[src/rtl/io_dec_pkg.sv]
package io_dec_pkg;
  localparam int unsigned ADDR_W    = 10;
  localparam int unsigned SW_W      = 3;
  localparam int unsigned WIN_BITS  = 3;
  localparam int unsigned WIN_LSB   = 3;
  localparam int unsigned WIN_CNT   = 1 << WIN_BITS;
  localparam int unsigned BASE_LSB  = WIN_LSB + WIN_BITS;

  typedef enum logic [WIN_BITS-1:0] {
    WIN_ADC_IN   = 3'd0,
    WIN_DAC_A    = 3'd1,
    WIN_DAC_B    = 3'd2,
    WIN_RDY_DIN  = 3'd3,
    WIN_PIO      = 3'd4,
    WIN_SPARE_0  = 3'd5,
    WIN_SPARE_1  = 3'd6,
    WIN_SPARE_2  = 3'd7
  } win_role_e;
endpackage

[src/rtl/io_base_match.sv]
module io_base_match #(
  parameter int unsigned ADDR_W   = 10,
  parameter int unsigned SW_W     = 3,
  parameter int unsigned BASE_LSB = 6
) (
  input  logic [ADDR_W-1:0] addr,
  input  logic [SW_W-1:0]   sw_on,
  input  logic              aen,
  input  logic              ior_n,
  input  logic              iow_n,
  output logic              hit
);
  localparam int unsigned TOP_BIT = ADDR_W - 1;

  logic [SW_W-1:0] bit_eq;
  logic            strobe_any;

  // A closed switch ties its comparator input low, an open one pulls it high.
  genvar gi;
  generate
    for (gi = 0; gi < SW_W; gi++) begin : g_cmp
      assign bit_eq[gi] = (addr[BASE_LSB+gi] == ~sw_on[gi]);
    end
  endgenerate

  assign strobe_any = ~(ior_n & iow_n);

  always_comb begin
    hit = (&bit_eq) & addr[TOP_BIT] & ~aen & strobe_any;
  end
endmodule

[src/rtl/io_win_split.sv]
module io_win_split #(
  parameter int unsigned WIN_BITS = 3,
  parameter int unsigned WIN_CNT  = 8
) (
  input  logic                en,
  input  logic [WIN_BITS-1:0] win,
  output logic [WIN_CNT-1:0]  sel_n
);
  genvar gw;
  generate
    for (gw = 0; gw < WIN_CNT; gw++) begin : g_win
      assign sel_n[gw] = ~(en & (win == WIN_BITS'(gw)));
    end
  endgenerate
endmodule

[src/rtl/io_strobe_qual.sv]
module io_strobe_qual (
  input  logic hit,
  input  logic ior_n,
  input  logic iow_n,
  output logic rd_n,
  output logic wr_n
);
  always_comb begin
    rd_n = ~(hit & ~ior_n);
    wr_n = ~(hit & ~iow_n);
  end
endmodule

[src/rtl/io_port_decoder.sv]
module io_port_decoder
  import io_dec_pkg::*;
(
  input  logic [ADDR_W-1:0]   io_addr,
  input  logic                aen,
  input  logic                ior_n,
  input  logic                iow_n,
  input  logic [SW_W-1:0]     base_sw,
  input  logic                bus_rst_in,
  output logic                board_sel_n,
  output logic [WIN_CNT-1:0]  dev_sel_n,
  output logic                rd_sel_n,
  output logic                wr_sel_n,
  output logic [WIN_LSB-1:0]  dev_addr,
  output logic                bus_rst_out
);
  logic                hit;
  logic [WIN_BITS-1:0] win;

  io_base_match #(
    .ADDR_W  (ADDR_W),
    .SW_W    (SW_W),
    .BASE_LSB(BASE_LSB)
  ) u_match (
    .addr (io_addr),
    .sw_on(base_sw),
    .aen  (aen),
    .ior_n(ior_n),
    .iow_n(iow_n),
    .hit  (hit)
  );

  assign win = io_addr[WIN_LSB +: WIN_BITS];

  io_win_split #(
    .WIN_BITS(WIN_BITS),
    .WIN_CNT (WIN_CNT)
  ) u_split (
    .en   (hit),
    .win  (win),
    .sel_n(dev_sel_n)
  );

  io_strobe_qual u_qual (
    .hit  (hit),
    .ior_n(ior_n),
    .iow_n(iow_n),
    .rd_n (rd_sel_n),
    .wr_n (wr_sel_n)
  );

  assign board_sel_n = ~hit;
  assign dev_addr    = io_addr[WIN_LSB-1:0];
  assign bus_rst_out = bus_rst_in;
endmodule

[config.mk]
export PLATFORM = sky130hd
export DESIGN_NAME = io_port_decoder
export DESIGN_NICKNAME = d
export VERILOG_FILES = /design/src/rtl/io_dec_pkg.sv /design/src/rtl/io_base_match.sv /design/src/rtl/io_win_split.sv /design/src/rtl/io_strobe_qual.sv /design/src/rtl/io_port_decoder.sv
export SDC_FILE = /design/constraint.sdc
export NUM_CORES = 1
export LEC_CHECK = 0
export BUFFER_PORTS_ARGS = -buffer_cell sky130_fd_sc_hd__clkbuf_2
export CORE_AREA = 2 2 39 41
export DETAILED_ROUTE_END_ITERATION = 16
export DIE_AREA = 0 0 41 43
export PLACE_DENSITY = 0.45
export REMOVE_ABC_BUFFERS = 1
export SLEW_MARGIN = 40
export SYNTH_ARGS = -nofsm -noshare
export SYNTH_HDL_FRONTEND = slang
export SYNTH_SLANG_ARGS = --single-unit
[constraint.sdc]
create_clock -name vclk -period 1.95
set_clock_uncertainty 0.15 [all_clocks]
set_input_delay 0.0975 -clock vclk [all_inputs]
set_output_delay 0.0975 -clock vclk [all_outputs]
set_load 0.005 [all_outputs]
==> results.py <==
metrics = {
    "timing": {
        "min_period_over_period_pct": 69.9,
        "fin_worst_hold_slack_ps": 45.0,
        "slew_headroom_pct": 57.8,
        "finalHoldViolCount": 0,
        "setup_viol": 0,
        "setup_tns_ps": 0,
        "timing.final.max_slew_violations": 0,
        "fmaxAchievable_ghz": 0.734,
        "fin_crit_ps": 1360,
        "worst_slew_pin_slew_ps": 631,
        "rsz0062_at_grt": "false",
    },
    "global_routing": {
        "grt_max_degree": 12,
        "grt_pass1_vias": 216,
        "grt_overflow": 0,
        "grtUsageTotal_pct": 6.19,
        "grt_pass1_wl_um": 834,
        "antenna_found_initial": 0,
    },
    "logic_synthesis": {
        "ys_types": 13,
        "yosysWarnings": 0,
        "synth_top_cell_area_share_pct": 19.4,
        "synth_top_area_cell": "buf_4",
        "yosys-top-cells-area": "buf_4 19%, nand4b_1 14%, xnor2_1 14%",
        "synth_area_um2": 194,
        "syn_avg_cell_area_um2": 6.69,
        "synth-seq-area-share_pct": 0,
        "synthCells": 29,
    },
    "critical_path": {
        "cp_max_fo": 11,
        "max_stage_delay_ps": 500,
        "worst-path-buf-inv": 2,
        "cp.required_ps": 1700,
        "crit_type": "in -> out",
        "crit_path_cell_trace": "clkbuf_2 -> xnor2_1 -> nor2_1 -> nand4_1 -> clkbuf_2",
        "cp-start-kind": "primary input",
        "cpMostUsedCell": "clkbuf_2",
        "cp_slowest_cell": "nor2_1",
        "crit_family": "simple AND/OR/NAND/NOR gates",
        "cp.arrival_ps": 1110,
        "end_kind": "output pin",
    },
    "final_layout": {
        "mostFrequentLayoutCells": "24 x clkbuf_2, 3 x xnor2_1, 3 x nor2_1, 3 x nand4_1, 3 x nand4b_1",
        "stdcell_count": 64,
        "fin_util_pct": 21.7,
        "fin_nets": 67,
        "layout-drive-gt1-share_pct": 54.2,
        "areaGrowthSynthToFinish_pct": 54.8,
        "n_antenna_cell": 0,
        "seq_area_um2": 0,
        "layout_commonest_cell": "clkbuf_2",
        "nClkBuffers": 0,
        "seq_cells": 0,
    },
    "floorplan": {
        "io_pins": 32,
        "core_um2": 1380,
        "die_x_um": 41,
        "die_h_um": 43,
        "die-area_um2": 1760,
        "start_util_pct": 14.0,
        "rows": 14,
    },
    "route": {
        "ant_nets": 0,
        "drt_iter0_drc": 4,
        "drc": 0,
        "drt_wl_total_um": 559,
        "wl_per_cell_um": 8.73,
        "vias": 265,
        "vias_per_cell": 4.14,
        "drtPass1Iterations": 3,
    },
    "placed_design": {
        "dp_cells": 64,
        "gp_congestion": 0.630,
        "io_buffer_count": 24,
        "hpwl_um": 486,
    },
    "clock_network": {
        "cts_resized": 0,
        "hold_buffers": 0,
        "cts_setup_buffers": 0,
    },
    "power": {
        "power.density_nw_per_um2": 147,
        "p_leak_nw": 0.134,
        "ir_worst_vdd_mv": 0.0534,
        "power_mw": 0.0443,
    },
    "outcome": {
        "status": "finished clean",
    },
    "hold_path": {
        "worstHoldPathType": "in -> out",
    },
    "run": {
        "drv_cap": 0,
    },
}
## Yosys cell counts
library cell / count
clkbuf_1: 1
buf_4: 5
nand3b_1: 2
and3_1: 1
a2111oi_2: 1
nand3_1: 2
nor2b_1: 2
nand4b_1: 3
nor2_1: 3
nand2_1: 2
inv_1: 1
xnor2_1: 3
nand4_1: 3
## where the power goes
group	switching (mW)	internal, mW
sequential	0	0
combinational	0.0232	0.0211
clock	0	0
total	0.0232	0.0211
## per-stage QoR
stage          area [um2]  setup slack, ps
2_1_floorplan         153              566
3_3_place_gp          300              596
3_5_place_dp          300              578
4_1_cts               300              578
5_1_grt               300              485
6_report              300              588
## worst paths after layout
check | from | to | slack [ps] | cells after the start
hold / removal | bus_rst_in | bus_rst_out | 50 | 0
setup / recovery | base_sw[0] | dev_sel_n[1] | 590 | 5
## area by class of cell
type / count / area, um2
fillers: 162 / 1080
multi-input cells: 22 / 149
inverters: 1 / 3.75
repair buffers: 25 / 128
well taps: 16 / 20.0
## logic make-up after synthesis
| family | after synthesis | share of synthesized area (%) |
|---|---|---|
| AO/OA/AOI/OAI | 1 | 7.74 |
| buffers and inverters | 7 | 23.2 |
| AND/OR/NAND/NOR | 18 | 55.5 |
| XOR/XNOR | 3 | 13.6 |
## routing by layer
layer	track usage, %	wire length [um]
met1	10.1	262
met2	8.75	222
met3	1.05	75
met4	0	0
met5	0	0
No activity file was read; power rests on OpenSTA's default activity.
